===== src/rtl/dcc_pkg.sv =====
package dcc_pkg;
  localparam int unsigned NCH   = 2;
  localparam int unsigned CODEW = 4;
  localparam int unsigned DW    = 8;
  localparam int unsigned AW    = 2;

  localparam logic [AW-1:0] OFS_EN  = 2'd0;
  localparam logic [AW-1:0] OFS_CTL = 2'd1;
  localparam logic [AW-1:0] OFS_FN  = 2'd2;

  // per-channel control nibble, MSB first
  typedef struct packed {
    logic aout;      // analog output connect
    logic pin_sel;   // pin path: 0 function, 1 latch
    logic rst_sel;   // clear source: 0 write, 1 opposite rising edge
    logic main_sel;  // main path: 0 function, 1 latch
  } chan_ctl_t;

  function automatic logic fn_eval(input logic [CODEW-1:0] code,
                                   input logic a, input logic b);
    logic [1:0] idx;
    idx = {~a, ~b};
    return code[idx];
  endfunction
endpackage


===== src/rtl/dcc_rstsync.sv =====
module dcc_rstsync #(
  parameter int unsigned STAGES = 2
) (
  input  logic clk,
  input  logic rst_n,
  output logic rst_sync_n
);
  logic [STAGES-1:0] sync_q;
  logic [STAGES-1:0] sync_d;

  always_comb begin
    sync_d = {sync_q[STAGES-2:0], 1'b1};
  end

  always_ff @(posedge clk or negedge rst_n) begin
    if (!rst_n) sync_q <= '0;
    else        sync_q <= sync_d;
  end

  assign rst_sync_n = sync_q[STAGES-1];
endmodule


===== src/rtl/dcc_regs.sv =====
module dcc_regs
  import dcc_pkg::*;
(
  input  logic          clk,
  input  logic          rst_n,
  input  logic          wr_en,
  input  logic [AW-1:0] wr_addr,
  input  logic [DW-1:0] wr_data,
  input  logic [AW-1:0] rd_addr,
  output logic [DW-1:0] rd_data,
  output logic [NCH-1:0] chan_en,
  output logic [DW-1:0] ctl_q,
  output logic [DW-1:0] fn_q,
  output logic          wr_hit
);
  logic [DW-1:0] en_q, en_d, ctl_d, fn_d;
  logic          en_ce, ctl_ce, fn_ce;

  always_comb begin
    en_ce  = wr_en && (wr_addr == OFS_EN);
    ctl_ce = wr_en && (wr_addr == OFS_CTL);
    fn_ce  = wr_en && (wr_addr == OFS_FN);
    wr_hit = en_ce || ctl_ce || fn_ce;
    en_d   = en_ce  ? wr_data : en_q;
    ctl_d  = ctl_ce ? wr_data : ctl_q;
    fn_d   = fn_ce  ? wr_data : fn_q;
  end

  always_ff @(posedge clk or negedge rst_n) begin
    if (!rst_n) begin
      en_q  <= '0;
      ctl_q <= '0;
      fn_q  <= '0;
    end else begin
      en_q  <= en_d;
      ctl_q <= ctl_d;
      fn_q  <= fn_d;
    end
  end

  // enable bits sit at the base of each channel's nibble
  for (genvar c = 0; c < NCH; c++) begin : g_en
    assign chan_en[c] = en_q[c*CODEW];
  end

  always_comb begin
    unique case (rd_addr)
      OFS_EN:  rd_data = en_q;
      OFS_CTL: rd_data = ctl_q;
      OFS_FN:  rd_data = fn_q;
      default: rd_data = '0;
    endcase
  end

  p_store_fn_r2: assert property (@(posedge clk) disable iff (!rst_n)
    (wr_en && wr_addr == OFS_FN) |=> (fn_q == $past(wr_data)));

  p_bad_ofs_r2: assert property (@(posedge clk) disable iff (!rst_n)
    (!wr_en || wr_addr == 2'd3) |=> ($stable(en_q) && $stable(ctl_q) && $stable(fn_q)));
endmodule


===== src/rtl/dcc_chan.sv =====
module dcc_chan
  import dcc_pkg::*;
(
  input  logic             clk,
  input  logic             rst_n,
  input  logic             in_a,
  input  logic             in_b,
  input  logic [CODEW-1:0] code,
  input  chan_ctl_t        ctl,
  input  logic             wr_hit,
  input  logic             opp_fn,
  output logic             fn_out,
  output logic             main_q,
  output logic             pin_q,
  output logic             aout_en
);
  logic opp_prev_q, latch_q;
  logic latch_d, main_d, pin_d, opp_rise, clr;

  always_comb begin
    fn_out   = fn_eval(code, in_a, in_b);
    opp_rise = opp_fn && !opp_prev_q;
    clr      = ctl.rst_sel ? opp_rise : wr_hit;
    // set has priority over clear
    latch_d  = fn_out || (latch_q && !clr);
    main_d   = ctl.main_sel ? latch_d : fn_out;
    pin_d    = ctl.pin_sel  ? latch_d : fn_out;
  end

  always_ff @(posedge clk or negedge rst_n) begin
    if (!rst_n) begin
      opp_prev_q <= 1'b0;
      latch_q    <= 1'b0;
      main_q     <= 1'b0;
      pin_q      <= 1'b0;
    end else begin
      opp_prev_q <= opp_fn;
      latch_q    <= latch_d;
      main_q     <= main_d;
      pin_q      <= pin_d;
    end
  end

  assign aout_en = ctl.aout;

  p_set_r8: assert property (@(posedge clk) disable iff (!rst_n)
    fn_out |=> latch_q);

  p_hold_r8: assert property (@(posedge clk) disable iff (!rst_n)
    (!fn_out && !wr_hit && !opp_fn) |=> (latch_q == $past(latch_q)));

  p_wrclr_r9: assert property (@(posedge clk) disable iff (!rst_n)
    (!ctl.rst_sel && wr_hit && !fn_out) |=> !latch_q);

  p_wrign_r10: assert property (@(posedge clk) disable iff (!rst_n)
    (ctl.rst_sel && !opp_fn && !fn_out) |=> (latch_q == $past(latch_q)));

  p_setwins_r11: assert property (@(posedge clk) disable iff (!rst_n)
    (fn_out && wr_hit) |=> latch_q);

  p_main_fn_r5: assert property (@(posedge clk) disable iff (!rst_n)
    !ctl.main_sel |=> (main_q == $past(fn_out)));

  p_pin_fn_r6: assert property (@(posedge clk) disable iff (!rst_n)
    !ctl.pin_sel |=> (pin_q == $past(fn_out)));
endmodule


===== src/rtl/dcc_top.sv =====
module dcc_top
  import dcc_pkg::*;
(
  input  logic          clk,
  input  logic          rst_n,
  input  logic          wr_en,
  input  logic [1:0]    wr_addr,
  input  logic [7:0]    wr_data,
  input  logic [1:0]    rd_addr,
  output logic [7:0]    rd_data,
  input  logic [1:0]    cmp_raw,
  output logic [1:0]    main_out,
  output logic [1:0]    pin_out,
  output logic [1:0]    aout_en
);
  logic           rst_sync_n;
  logic [NCH-1:0] chan_en;
  logic [DW-1:0]  ctl_q, fn_q;
  logic           wr_hit;
  logic [NCH-1:0] gated;
  logic [NCH-1:0] fn_vec;

  dcc_rstsync #(.STAGES(2)) u_rst (
    .clk(clk), .rst_n(rst_n), .rst_sync_n(rst_sync_n)
  );

  dcc_regs u_regs (
    .clk(clk), .rst_n(rst_sync_n),
    .wr_en(wr_en), .wr_addr(wr_addr), .wr_data(wr_data),
    .rd_addr(rd_addr), .rd_data(rd_data),
    .chan_en(chan_en), .ctl_q(ctl_q), .fn_q(fn_q), .wr_hit(wr_hit)
  );

  assign gated = cmp_raw & chan_en;

  for (genvar c = 0; c < NCH; c++) begin : g_ch
    chan_ctl_t ctl_c;
    assign ctl_c = chan_ctl_t'(ctl_q[c*CODEW +: CODEW]);

    dcc_chan u_ch (
      .clk(clk), .rst_n(rst_sync_n),
      .in_a(gated[0]), .in_b(gated[1]),
      .code(fn_q[c*CODEW +: CODEW]),
      .ctl(ctl_c),
      .wr_hit(wr_hit),
      .opp_fn(fn_vec[NCH-1-c]),
      .fn_out(fn_vec[c]),
      .main_q(main_out[c]),
      .pin_q(pin_out[c]),
      .aout_en(aout_en[c])
    );
  end

  p_dis_a_r4: assert property (@(posedge clk) disable iff (!rst_sync_n)
    (!chan_en[0] && fn_q[3:0] == 4'h3 && ctl_q[0] == 1'b0) |=> !main_out[0]);
endmodule


===== config.mk =====
export PLATFORM = sky130hd
export DESIGN_NAME = dcc_top
export DESIGN_NICKNAME = d
export VERILOG_FILES = /design/src/rtl/dcc_pkg.sv /design/src/rtl/dcc_rstsync.sv /design/src/rtl/dcc_regs.sv /design/src/rtl/dcc_chan.sv /design/src/rtl/dcc_top.sv
export SDC_FILE = /design/constraint.sdc
export NUM_CORES = 1
export LEC_CHECK = 0
export BUFFER_PORTS_ARGS = -buffer_cell sky130_fd_sc_hd__buf_2
export CAP_MARGIN = 15
export CORE_MARGIN = 1.5
export CORE_UTILIZATION = 33
export DETAILED_ROUTE_END_ITERATION = 7
export GPL_ROUTABILITY_DRIVEN = 0
export PLACE_DENSITY = 0.56
export SYNTH_ARGS = -nofsm -noshare
export SYNTH_HDL_FRONTEND = slang
export SYNTH_SLANG_ARGS = --single-unit

===== constraint.sdc =====
create_clock -name clk -period 1.15 [get_ports clk]
set_input_delay 0.0575 -clock clk [delete_from_list [all_inputs] [get_ports clk]]
set_output_delay 0.0575 -clock clk [all_outputs]
set_load 0.005 [all_outputs]

-- Yosys cells after proc, flatten, opt, wreduce, memory -nomap -nowiden
Index checks and enable logic that the tools add are counted.
- order comparisons: 1
- equality and inequality tests: 4
- mux-type cells: 11
- bitwise gates (word level): 3
- reductions and logical operators: 17
- operators by type and width (operator ; number):
    one-hot mux 8 bit (3 select lines) ; 1
    2-to-1 mux 1 bit ; 8
    logical AND 1 bit ; 7
    binary-select mux 1 bit (select 2 bit) ; 2
    == test 2 x 1 -> 1 bit, second input constant ; 2
    == test 2 bit, second input constant ; 2
    logical NOT 1 bit ; 4
    logical NOT 2 bit ; 2
    logical OR 1 bit ; 4
    < comparator 2 x 3 -> 1 bit, second input constant ; 1
    bitwise AND 2 bit ; 1
    NOT 1 bit ; 2
- register bits: 34
- bits of input ports: 17
- output and inout port bits: 14
- logic and storage cells: 48

-- Logic depth before layout (Yosys ltp)
Gate-level depths: netlist of run 1.
- depth after elaboration: 10
- depth in mapped cells: 5
- depth with buffers taken out: 4

-- Modules after synthesis
Synthesis of run 1 repeated with hierarchy kept, for this count alone.
- cells, all modules: 101
- area, all modules: 1516.5 um^2
- modules (own cells, without submodules) (module ; instances ; cells an instance ; area each (um^2) ; sequential area each (um^2)):
    dcc_regs ; 1 ; 74 ; 1104.8 ; 600.6
    dcc_chan ; 2 ; 11 ; 172.7 ; 100.1
    dcc_rstsync ; 1 ; 3 ; 53.8 ; 50.0
    dcc_top ; 1 ; 2 ; 12.5 ; 0.0

-- Worst setup path after synthesis of run 1
Ideal clock, no wire load.
- path type: reg2reg
- start: register u_regs.en_q[0]
- end: register g_ch[1].u_ch.main_q
- library setup time: 0.064 ns
- arrival time: 1.349 ns
- data required time: 1.086 ns
- slack: -0.263 ns
- stages on the path, launching flop included: 5
- buffers on the path: 0
- clock period less this slack: 1.413 ns
- cells stage by stage: dfrtp_1 -> nand2_1 -> mux4_2 -> a31oi_4 -> a21o_1
- word-level cells in the longest chain between the ends: 10
- elaborated cells on any way between the ends: 12
- those cells by class: 6 x mux; 2 x bitwise; 4 x reduce/logical
- ends and longest elaborated chain (item ; line ; source):
    start, declared ; dcc_regs.sv:16 ; logic [DW-1:0] en_q, en_d, ctl_d, fn_d;
    start signal, assigned ; dcc_regs.sv:35 ; en_q <= en_d;
    bitwise AND 2 bit ; dcc_top.sv:34 ; assign gated = cmp_raw & chan_en;
    NOT 1 bit ; dcc_pkg.sv:22 ; idx = {~a, ~b};
    binary-select mux 1 bit (select 2 bit) ; dcc_pkg.sv:23 ; return code[idx];
    2-to-1 mux 1 bit (implied by the code) ; dcc_pkg.sv:23 ;
    via g_ch[0].u_ch.fn_out ; dcc_chan.sv:12 ; output logic fn_out,
    logical AND 1 bit ; dcc_chan.sv:22 ; opp_rise = opp_fn && !opp_prev_q;
    2-to-1 mux 1 bit ; dcc_chan.sv:23 ; clr = ctl.rst_sel ? opp_rise : wr_hit;
    logical NOT 1 bit ; dcc_chan.sv:25 ; latch_d = fn_out || (latch_q && !clr);
    logical AND 1 bit ; dcc_chan.sv:25 ;
    logical OR 1 bit ; dcc_chan.sv:25 ;
    2-to-1 mux 1 bit ; dcc_chan.sv:26 ; main_d = ctl.main_sel ? latch_d : fn_out;
    via g_ch[1].u_ch.main_d ; dcc_chan.sv:18 ; logic latch_d, main_d, pin_d, opp_rise, clr;
    end signal, assigned ; dcc_chan.sv:39 ; main_q <= main_d;
    end, declared ; dcc_chan.sv:13 ; output logic main_q,
The timed path passes the listed nets, and every way through them passes these cells. The select of a mux whose other input is x is not followed.
A chain may end at the register's enable or synchronous reset.

-- Worst setup path after layout of run 1
- start: register u_regs.en_q[4]
- end: register g_ch[0].u_ch.main_q
- word-level cells in the longest chain between the ends: 10
- elaborated cells on any way between the ends: 12
- those cells by class: 6 x mux; 2 x bitwise; 4 x reduce/logical
- ends and longest elaborated chain (item ; line ; source):
    bitwise AND 2 bit ; dcc_top.sv:34 ;
    NOT 1 bit ; dcc_pkg.sv:22 ;
    binary-select mux 1 bit (select 2 bit) ; dcc_pkg.sv:23 ;
    2-to-1 mux 1 bit (implied by the code) ; dcc_pkg.sv:23 ;
    via g_ch[0].u_ch.opp_fn ; dcc_chan.sv:11 ; input logic opp_fn,
    logical AND 1 bit ; dcc_chan.sv:22 ;
    2-to-1 mux 1 bit ; dcc_chan.sv:23 ;
    logical NOT 1 bit ; dcc_chan.sv:25 ;
    logical AND 1 bit ; dcc_chan.sv:25 ;
    logical OR 1 bit ; dcc_chan.sv:25 ;
    2-to-1 mux 1 bit ; dcc_chan.sv:26 ;
    via g_ch[0].u_ch.main_d ; dcc_chan.sv:18 ;
    end signal, assigned ; dcc_chan.sv:39 ;
    end, declared ; dcc_chan.sv:13 ;
The timed path passes the listed nets, and every way through them passes these cells. The select of a mux whose other input is x is not followed.

==> summary.md, run 1 <==
| Metric | Value |
|---|---|
| Status | complete, but fails checks |
| Failing checks | setup timing |
| Min-Delay Path Class | primary input to flip-flop |
| Commonest cells post-synth | 34 x dfrtp_1, 24 x mux2_2, 10 x o21ai_0 |
| Setup crit start kind | flip-flop |
| Area leader, netlist | dfrtp_1 |
| Synth Area in Compound Gates | between 8 and 9% |
| I/O Buffers | 30 |
| Family with the most delay on the worst path | multiplexers |
| Initial Util | 34.7% |
| CP Class | flip-flop to flip-flop |
| Leakage | around 0.93 nW |
| Die X | 70.9 µm |
| Synth Area in XOR/XNOR | 0% |
| Total CTS buffers | 5 |
| Detailed Route WL | roughly 3.5 mm |
| CP max-delay cell | mux4_2 |
| Sequential area share after synthesis | 56.0% |
| Drt wl/cell | 16.2 µm |
| CP peak stage delay | 0.57 ns |
| Synth cell types | 19 |
| Gr usage total | 15.6% |
| Clk sink count | 34 |
| HPWL Detailed | roughly 2.6 mm |
| Placed Cells | 207 |
| FP Rows | 24 |
| CP Capture Type | flip-flop |
| FF/Latch Area | 851 µm² |
| Synth Instances | ~110 |
| Simple-gate portion of the synthesized area | 5.68% |
| Int Pwr | between 0.002 and 0.003 W |
| R2R Setup Slk | -0.29 ns |
| Reg power frac | ~46% |
| Psw | 0.000960 W |
| Period utilization | 125% |
| Final Skew | 0.00550 ns |
| Finished Cell Area | 1990 µm² |
| Max_cap viols | 0 |
| Die area | 5020 µm² |
| I/O pins | 31 |
| Layout cells sized above 1 | 55.8% |
| CP Buf/Inv Count | 0 |
| Yosys warns | 0 |
| Min cycle time layout | 1.44 ns |
| Layout overhead on the synthesized area | 30.9% |
| Synthesized area | 1520 µm² |
| Worst R2R End | g_ch[0].u_ch.main_q |
| CTS tree | done |
| Hold Vio Cnt, Final | 0 |
| Switch share | around 28% |
| CTS root buffer | clkbuf_8 |
| Worst r2r src | u_regs.en_q[4] |
| First-pass GRT wire length | 5.84 mm |
| Max Clk Rate | 0.693 GHz |
| Number of global-route vias before repair | 1,237 |
| Max-slew violations | 0 |
| Cells along the critical path | nand2_2 > mux4_2 > a31oi_4 > a21o_1 |
| RSZ-0062 raised after global routing | yes |
| Synth Area in Adders | 0% |
| Antenna violations before repair | 0 |
| Ys async rst share | between 90% and 100% |
| Combinational cell fraction of total power | 27.8% |
| Critical path endpoint | g_ch[0].u_ch.main_q |
| DRT Pass-1 Iters | 4 |
| N_diodes | 0 |
| Syn_area_per_cell | between 10 and 15 µm² |
| Most instantiated library cell after synthesis | dfrtp_1 |
| Critical Path RT | 1.38 ns |
| Worst IR Drop VDD | 602 µV |
| Multi-input gate area | 624 µm² |
| Worst path depth | 4 |
| Core footprint | 4380 µm² |
| Post-synth EDFFs | 0 |
| GRT Residual Overflow | 0 |
| CP arrival | 1.67 ns |
| Crit Path Max Fanout | 5 |
| Largest net degree at the start of global routing | 24 |
| Fillcell total | 425 |
| Worst-Skew Late Latency | 0.29 ns |
| Placed cell areas | 1850 µm² |
| DIE HEIGHT | 70.9 µm |
| Fin nets | 181 |
| Setup_tns | -2.17 ns |
| Reg2Reg Depth | 4 |
| Power Dens Cells | 1740 nW/µm² |
| Drt initial violations | 24 |
| Fin worst setup slack | -0.293 ns |
| Final setup fails | 15 |
| Multiplexer share of the synthesized area | 26.0% |
| Synth Register Bits | 34 |
| Vias | 1,072 |
| Syn nets | 129 |
| Util after Layout | 45.4% |
| Reg clk slew, reported paths | 0.07 ns |
| Start point of the critical path | u_regs.en_q[4] |
| # DRC | 0 |
| Top cells by area, synth | dfrtp_1 56%, mux2_2 18%, mux2i_1 5.3% |
| Layout Cells excl Fill | 217 |
| CTS Buffer Depth | 2 |
| Most used DFF post-synth | dfrtp_1 |
| Detail Route Antenna Nets | 0 |
| H-tree levels | 2 |
| Largest family of logic cells by synthesized area | multiplexers |
| Clk network pwr share | between 20% and 30% |
| Number of vias per cell | 4.94 |
| Synth top area share | 56.0% |
## worst min path at each step
| stage | start | cells after the start | to | slack, ns |
|---|---|---|---|---|
| after floorplan | rst_n | 0 | u_rst.sync_q[0] | -0.24 |
| after global placement | rst_n | 1 | u_rst.sync_q[0] | -0.16 |
| after detailed placement | rst_n | 1 | u_rst.sync_q[1] | -0.15 |
| after CTS | wr_data[2] | 2 | u_regs.ctl_q[2] | 0.02 |
| after global routing | wr_data[7] | 2 | u_regs.ctl_q[7] | 0.03 |
| final | wr_data[2] | 2 | u_regs.ctl_q[2] | 0.02 |
## layout by cell type, fill, tap and decap left out, drive strengths merged
| cell type | netlist | routed |
|---|---|---|
| a21o | 4 | 4 |
| buf | 6 | 52 |
| nor2b | 1 | 1 |
| conb | 1 | 1 |
| o21ai | 10 | 10 |
| or2 | 2 | 2 |
| dfrtp | 34 | 34 |
| mux2 | 24 | 24 |
| dlygate4sd3 | 0 | 1 |
| clkbuf | 2 | 7 |
| nand2 | 10 | 10 |
| nand3b | 2 | 2 |
| a31oi | 2 | 2 |
| mux2i | 8 | 8 |
| a21bo | 1 | 1 |
| mux4 | 2 | 2 |
| clkinv | 0 | 1 |
| inv | 2 | 2 |
| nor3b | 1 | 1 |
## state kept, by name, indices dropped and copies added, names as in the netlist
| register | cells |
|---|---|
| g_ch.u_ch.pin_q | 2 |
| u_regs.ctl_q | 8 |
| u_regs.fn_q | 8 |
| u_regs.en_q | 8 |
| g_ch.u_ch.latch_q | 2 |
| g_ch.u_ch.main_q | 2 |
| u_rst.sync_q | 2 |
| g_ch.u_ch.opp_prev_q | 2 |
## worst register-to-register path: cells and delay by family (launching register included)
| family | cells | cell delay, ns |
|---|---|---|
| and+or+nand+nor | 1 | 0.08 |
| AOI/OAI and AO/OA | 2 | 0.33 |
| muxes | 1 | 0.58 |
| DFF | 1 | 0.40 |
## logic make-up (layout without fill, tap and decap cells)
logic type / count (synthesis) / after routing
buffers and inverters: 10 / 63
flip-flops: 34 / 34
AO/OA/AOI/OAI: 17 / 17
other: 1 / 1
multiplexers: 34 / 34
AND/OR/NAND/NOR: 16 / 16
## per-stage QoR
step	power, W	setup slack, ns	hold slack (ns)
after floorplan	0.00219	-0.225	-0.238
after global placement	0.00248	-0.244	-0.158
after detailed placement	0.00253	-0.288	-0.154
after CTS	0.00350	-0.287	0.0184
after global routing	0.00365	-0.349	0.0312
final	0.00346	-0.293	0.0213
## layer usage
metal	wire [µm]	global-route usage [%]	part of all wire, %
met1	1420	18.2	40
met5	0	0	0
met4	85	6.92	2.4
met3	186	4.56	5.3
met2	1810	26.7	52
## power by group through the flow
stage | combinational (W) | clock, W | sequential (W)
after floorplan | 0.000582 | 0 | 0.00160
after global placement | 0.000870 | 0 | 0.00161
after detailed placement | 0.000913 | 0 | 0.00162
after CTS | 0.000980 | 0.000925 | 0.00160
after global routing | 0.00105 | 0.000969 | 0.00163
final | 0.000962 | 0.000901 | 0.00160
## final cells by class
type                       instances  area share (%)
sequential                        34            42.7
multi-input combinational         68            31.4
timing repair buffer              53            17.7
clock buffer                       7            4.34
tap                               52            3.27
inverter                           2           0.377
clock inverter                     1           0.251
## repair_timing
action | in CTS | in global routing
endpoints found under the hold margin | 2 | 0
pin swaps | 7 | 4
setup buffers | 2 | 1
endpoints found under the setup margin | 15 | 15
gates resized for setup | 14 | 3
hold buffers | 1 | 0
No activity file was read; power rests on OpenSTA's default activity.
==> run 2, diff against run 1 <==
--- a/config.mk
+++ b/config.mk
@@ -5,13 +5,15 @@
 export SDC_FILE = /design/constraint.sdc
 export NUM_CORES = 1
 export LEC_CHECK = 0
-export BUFFER_PORTS_ARGS = -buffer_cell sky130_fd_sc_hd__buf_2
+export BUFFER_PORTS_ARGS = -buffer_cell sky130_fd_sc_hd__buf_4
 export CAP_MARGIN = 15
+export CELL_PAD_IN_SITES_DETAIL_PLACEMENT = 0
+export CELL_PAD_IN_SITES_GLOBAL_PLACEMENT = 1
 export CORE_MARGIN = 1.5
 export CORE_UTILIZATION = 33
 export DETAILED_ROUTE_END_ITERATION = 7
 export GPL_ROUTABILITY_DRIVEN = 0
-export PLACE_DENSITY = 0.56
+export PLACE_DENSITY = 0.65
 export SYNTH_ARGS = -nofsm -noshare
 export SYNTH_HDL_FRONTEND = slang
 export SYNTH_SLANG_ARGS = --single-unit
==> run 2 against run 1 <==
Effect of this change:
- the flow still finishes with violations (setup timing)
- sequential share of layout area decreased by 0.87 points
- setup slack better by 0.024 ns
- fmax increased by 1.7%
- global-route usage is 0.31 points lower
- clock-buffer cell count did not move
- core utilization rose by 0.94 points
- non-clock buffer count decreased by 1
- design area rose by 2.1%
- sequential power about the same
- critical path type unchanged
- largest power group unchanged
==> summary.md, run 2 (same netlist as run 1, synthesis figures left out) <==
| Metric | Value |
|---|---|
| Drt wl/cell | 15.9 µm |
| Max_cap viols | 0 |
| Fin nets | 180 |
| Status | complete, but fails checks |
| CP arrival | 1.64 ns |
| GRT Residual Overflow | 0 |
| Worst-Skew Late Latency | 0.28 ns |
| FP Rows | 24 |
| Initial Util | 34.7% |
| Leakage | 0.941 nW |
| Period utilization | 123% |
| Reg clk slew, reported paths | 0.06 ns |
| Placed cell areas | 1920 µm² |
| Max Clk Rate | 0.705 GHz |
| CP Class | flip-flop to flip-flop |
| Die X | between 70 and 80 µm |
| Util after Layout | 46.3% |
| Largest net degree at the start of global routing | 14 |
| Core footprint | 4380 µm² |
| Registers with the most flip-flops | u_regs.ctl_q x8, u_regs.en_q x8, u_regs.fn_q x8 |
| Critical Path RT | 1.37 ns |
| Number of global-route vias before repair | around 1,200 |
| Total CTS buffers | 5 |
| # DRC | 0 |
| Layout overhead on the synthesized area | 33.7% |
| Critical path endpoint | g_ch[1].u_ch.main_q |
| Vias | between 1,000 and 1,500 |
| Most frequent cells in the layout | 46 x buf_4, 34 x dfrtp_1, 24 x mux2_2 |
| Fin worst setup slack | -0.269 ns |
| Setup_tns | -1.87 ns |
| Reg2Reg Depth | 4 |
| Most common cell after layout, fill and taps aside | buf_4 |
| Power Dens Cells | 1670 nW/µm² |
| DIE HEIGHT | a little over 70 µm |
| DRT Pass-1 Iters | 4 |
| Drt initial violations | 18 |
| First-pass GRT wire length | between 5 and 6 mm |
| Failing checks | setup timing |
| Max-slew violations | 0 |
| Min-Delay Path Class | primary input to flip-flop |
| Detail Route Antenna Nets | 0 |
| CTS Buffer Depth | 2 |
| Worst r2r src | u_regs.en_q[0] |
| Layout cells sized above 1 | 54.0% |
| Worst R2R End | g_ch[1].u_ch.main_q |
| Finished Cell Area | 2030 µm² |
| RSZ-0062 raised after global routing | yes |
| Crit Path Max Fanout | 5 |
| HPWL Detailed | 2.57 mm |
| Min cycle time layout | 1.42 ns |
| Final Skew | 0.00478 ns |
| Clk sink count | 34 |
| Worst IR Drop VDD | 818 µV |
| R2R Setup Slk | -0.27 ns |
| Hold wc startpoint | wr_data[3] |
| Detailed Route WL | roughly 3.4 mm |
| CTS root buffer | clkbuf_8 |
| Hold Vio Cnt, Final | 0 |
| Start point of the critical path | u_regs.en_q[0] |
| I/O pins | 31 |
| CP Capture Type | flip-flop |
| Final setup fails | 14 |
| Number of vias per cell | 4.87 |
| H-tree levels | 2 |
| Setup crit start kind | flip-flop |
| Antenna violations before repair | 0 |
| N_diodes | 0 |
| Gr usage total | 15.3% |
| Die area | 5020 µm² |
| Pre-CTS setup slack | -0.280 ns |
| CTS tree | done |
| I/O Buffers | 30 |
run 2: metal layers:
metal	GRT usage (%)	share of wire (%)	wire, µm	vias to the layer above
met5	0	0	0	-
met4	4.40	1.2	42	0
met3	3.99	4.1	139	5
met2	24.1	47	1610	26
met1	21.1	48	1630	528
li1	-	-	-	489
run 2: through the flow:
step	power [W]	hold slack (ns)	cells
2_1_floorplan	0.00219	-0.238	112
3_3_place_gp	0.00255	-0.161	206
3_5_place_dp	0.00258	-0.160	206
4_1_cts	0.00344	0.0215	215
5_1_grt	0.00360	0.0196	215
6_report	0.00340	0.0283	215
run 2: worst min-delay path by stage:
stage | end | slack [ns] | cells after the start
6_report | u_regs.en_q[3] | 0.03 | 2
3_3_place_gp | u_rst.sync_q[0] | -0.16 | 1
5_1_grt | u_regs.en_q[3] | 0.02 | 2
3_5_place_dp | u_rst.sync_q[0] | -0.16 | 1
4_1_cts | u_regs.ctl_q[5] | 0.02 | 2
2_1_floorplan | u_rst.sync_q[0] | -0.24 | 0
run 2: layout make-up:
class	instances	area, µm²
well taps	52	65.1
clock buffers	7	76.3
repair buffers	52	412
multi-input cells	68	621
inverters	2	7.51
fillers	414	2350
flip-flops and latches	34	851
run 2: report_power, final:
group | switching [W] | internal [W] | leakage, nW
combinational | 0.000386 | 0.000604 | 0.506
sequential | 0.000140 | 0.00146 | 0.396
clock | 0.000391 | 0.000416 | 0.0383
total | 0.000918 | 0.00249 | 0.941
run 2: critical path, cell delays in order (launching register included):
cell     delay, ns
dfrtp_1       0.39
nand2_2       0.08
mux4_2        0.58
a31oi_4       0.19
a21o_1        0.13
run 2: what timing repair did:
item	in CTS	in global routing
hold endpoints to repair	2	0
pin swaps	6	1
resized for setup	10	3
hold buffers	1	0
endpoints found under the setup margin	14	16
buffers inserted	2	1
==> run 3, diff against run 2 <==
--- a/config.mk
+++ b/config.mk
@@ -16,4 +16,5 @@
 export PLACE_DENSITY = 0.65
 export SYNTH_ARGS = -nofsm -noshare
 export SYNTH_HDL_FRONTEND = slang
+export SYNTH_HIERARCHICAL = 1
 export SYNTH_SLANG_ARGS = --single-unit
==> run 3 against run 2 <==
Effect of this change:
- the run still ends with setup timing left
- routed wire length fell by 1.4%
- fmax fell by 2.1%
- clock skew fell by 0.0024 ns
- first-iteration DRC count rose to 3.8 times the previous value
- total power fell by 1.9%
- global-route usage fell by 0.68 points
- sequential share of layout area rose by 0.76 points
- final cell count fell by 7.9%
- non-clock buffer count fell by 7
- sequential cell count did not move
- critical path depth did not move
- critical endpoint is now g_ch[1].u_ch/pin_q
==> summary.md, run 3 <==
| Metric | Value |
|---|---|
| Synth Instances | 101 |
| DIE HEIGHT | 70.8 µm |
| Min-Delay Path Class | primary input to flip-flop |
| Most common cell after layout, fill and taps aside | buf_4 |
| Placed Cells | roughly 190 |
| Setup_tns | -2.10 ns |
| Sequential area share after synthesis | 56.1% |
| Synth Register Bits | 34 |
| Util after Layout | a little under half |
| Antenna violations before repair | 0 |
| Ys async rst share | 100% |
| Synth top area share | ~56% |
| Total CTS buffers | 5 |
| Area leader, netlist | dfrtp_1 |
| DRT Pass-1 Iters | 4 |
| Vias | roughly 1,000 |
| Yosys warns | 6 |
| First-pass GRT wire length | 5.55 mm |
| Clk sink count | 34 |
| Failing checks | setup timing |
| Fin worst setup slack | -0.300 ns |
| CP Capture Type | flip-flop |
| Gr usage total | 14.6% |
| CP Buf/Inv Count | 0 |
| Worst IR Drop VDD | ~730 µV |
| Fin nets | between 150 and 200 |
| N_diodes | 0 |
| Detailed Route WL | 3.38 mm |
| Layout cells sized above 1 | 54.1% |
| CTS root buffer | clkbuf_8 |
| Critical Path RT | between 1 and 1.5 ns |
| Commonest cells post-synth | 34 x dfrtp_1, 24 x mux2_2, 8 x mux2i_1, 8 x o2bb2ai_1 |
| RSZ-0062 raised after global routing | yes |
| Synthesized area | ~1500 µm² |
| Number of global-route vias before repair | 1,114 |
| Power Dens Cells | 1670 nW/µm² |
| Min cycle time layout | 1.45 ns |
| Reg clk slew, reported paths | around 0.06 ns |
| Worst-Skew Late Latency | 0.28 ns |
| Synth cell types | 18 |
| Initial Util | about a third |
| HPWL Detailed | 2.39 mm |
| Setup crit start kind | flip-flop |
| Max_cap viols | 0 |
| H-tree levels | 2 |
| Family with the most delay on the worst path | multiplexers |
| Period utilization | 126% |
| # DRC | 0 |
| Status | complete, but fails checks |
| I/O pins | 31 |
| Hold Vio Cnt, Final | 0 |
| Most used DFF post-synth | dfrtp_1 |
| Die X | just over 70 µm |
| Number of vias per cell | 5.07 |
| Core footprint | 4380 µm² |
| I/O Buffers | 30 |
| Final Skew | about 0.0024 ns |
| Max-slew violations | 0 |
| Die area | approximately 5000 µm² |
| Layout overhead on the synthesized area | 31.6% |
| Most frequent cells in the layout | 36 x buf_4, 34 x dfrtp_1, 24 x mux2_2 |
| Layout Cells excl Fill | approximately 200 |
| GRT Residual Overflow | 0 |
| Registers with the most flip-flops | u_regs/ctl_q x8, u_regs/en_q x8, u_regs/fn_q x8 |
| Syn nets | between 100 and 150 |
| CP max-delay cell | mux4_2 |
| Most instantiated library cell after synthesis | dfrtp_1 |
| CP peak stage delay | 0.55 ns |
| CTS tree | done |
| Top cells by area, synth | dfrtp_1 56%, mux2_2 18%, mux2i_1 5.3% |
| Post-synth EDFFs | 0 |
| Final setup fails | 15 |
| Crit Path Max Fanout | 5 |
| Max Clk Rate | between 0.6 and 0.7 GHz |
| CP arrival | 1.67 ns |
| CTS Buffer Depth | 2 |
| Drt initial violations | 68 |
| Detail Route Antenna Nets | 0 |
| Syn_area_per_cell | 15.0 µm² |
| CP Class | flip-flop to flip-flop |
| Largest net degree at the start of global routing | 33 |
| FP Rows | 24 |
| Drt wl/cell | ~17 µm |
| Leakage | 0.904 nW |
| Cells along the critical path | and2_4 > mux4_2 > nand3b_1 > a41o_1 |
-- run 3: cell families (layout without fill, tap and decap cells) --
family	after synthesis	count (layout)	synth area share, %
muxes	34	34	26.1
DFF	34	34	56.1
AOI/OAI and AO/OA	15	15	8.91
and+or+nand+nor	10	10	5.78
buffers and inverters	7	52	2.89
other	1	1	0.247
-- run 3: stage by stage --
stage          setup WS (ns)  hold WS [ns]  area (µm²)  total power [W]
3_5_place_dp          -0.283        -0.159        1880          0.00251
4_1_cts               -0.302        0.0121        1990          0.00338
2_1_floorplan         -0.296        -0.238        1520          0.00208
5_1_grt               -0.357        0.0155        2000          0.00352
6_report              -0.300        0.0208        2000          0.00334
3_3_place_gp          -0.243        -0.160        1880          0.00248
-- run 3: area by class of cell --
cell class	count	area (µm²)
Fill cell	409	2390
Clock buffer	7	76.3
Tap cell	52	65.1
Multi-Input combinational cell	60	624
Timing Repair Buffer	45	379
Sequential cell	34	851
-- run 3: what timing repair did --
action                                  in CTS  in global routing
setup buffers                                1                  0
hold buffers                                 1                  0
pin swaps                                    9                  2
gates resized for setup                      6                  1
endpoints found under the setup margin      15                 16
endpoints found under the hold margin        2                  0
-- run 3: final timing paths --
| kind | start | cells past startpoint | endpoint | slack, ns |
|---|---|---|---|---|
| max | u_regs/en_q[4] | 4 | g_ch[1].u_ch/pin_q | -0.30 |
| max reg2reg | u_regs/en_q[4] | 4 | g_ch[1].u_ch/pin_q | -0.30 |
| max in group asynchronous | u_rst/sync_q[1] | 1 | u_regs/ctl_q[4] | 0.59 |
| min | wr_data[7] | 2 | u_regs/en_q[7] | 0.02 |
| min reg2reg | u_rst/sync_q[1] | 1 | u_regs/en_q[1] | 0.27 |
| min in group asynchronous | rst_n | 2 | u_rst/sync_q[1] | 0.09 |
-- run 3: power by group --
| group | leakage [nW] | switching (W) | total [W] | internal, W |
|---|---|---|---|---|
| logic | 0.469 | 0.000315 | 0.000895 | 0.000580 |
| clock network | 0.0383 | 0.000398 | 0.000814 | 0.000416 |
| registers | 0.397 | 0.000165 | 0.00163 | 0.00146 |
-- run 3: metal layers --
| metal | share of wire [%] | track usage, % | vias up |
|---|---|---|---|
| met1 | 44 | 18.0 | 501 |
| met2 | 49 | 23.9 | 31 |
| met4 | 2.0 | 6.29 | 0 |
| met3 | 4.9 | 4.42 | 8 |
| met5 | 0 | 0 | - |
| li1 | - | - | 463 |
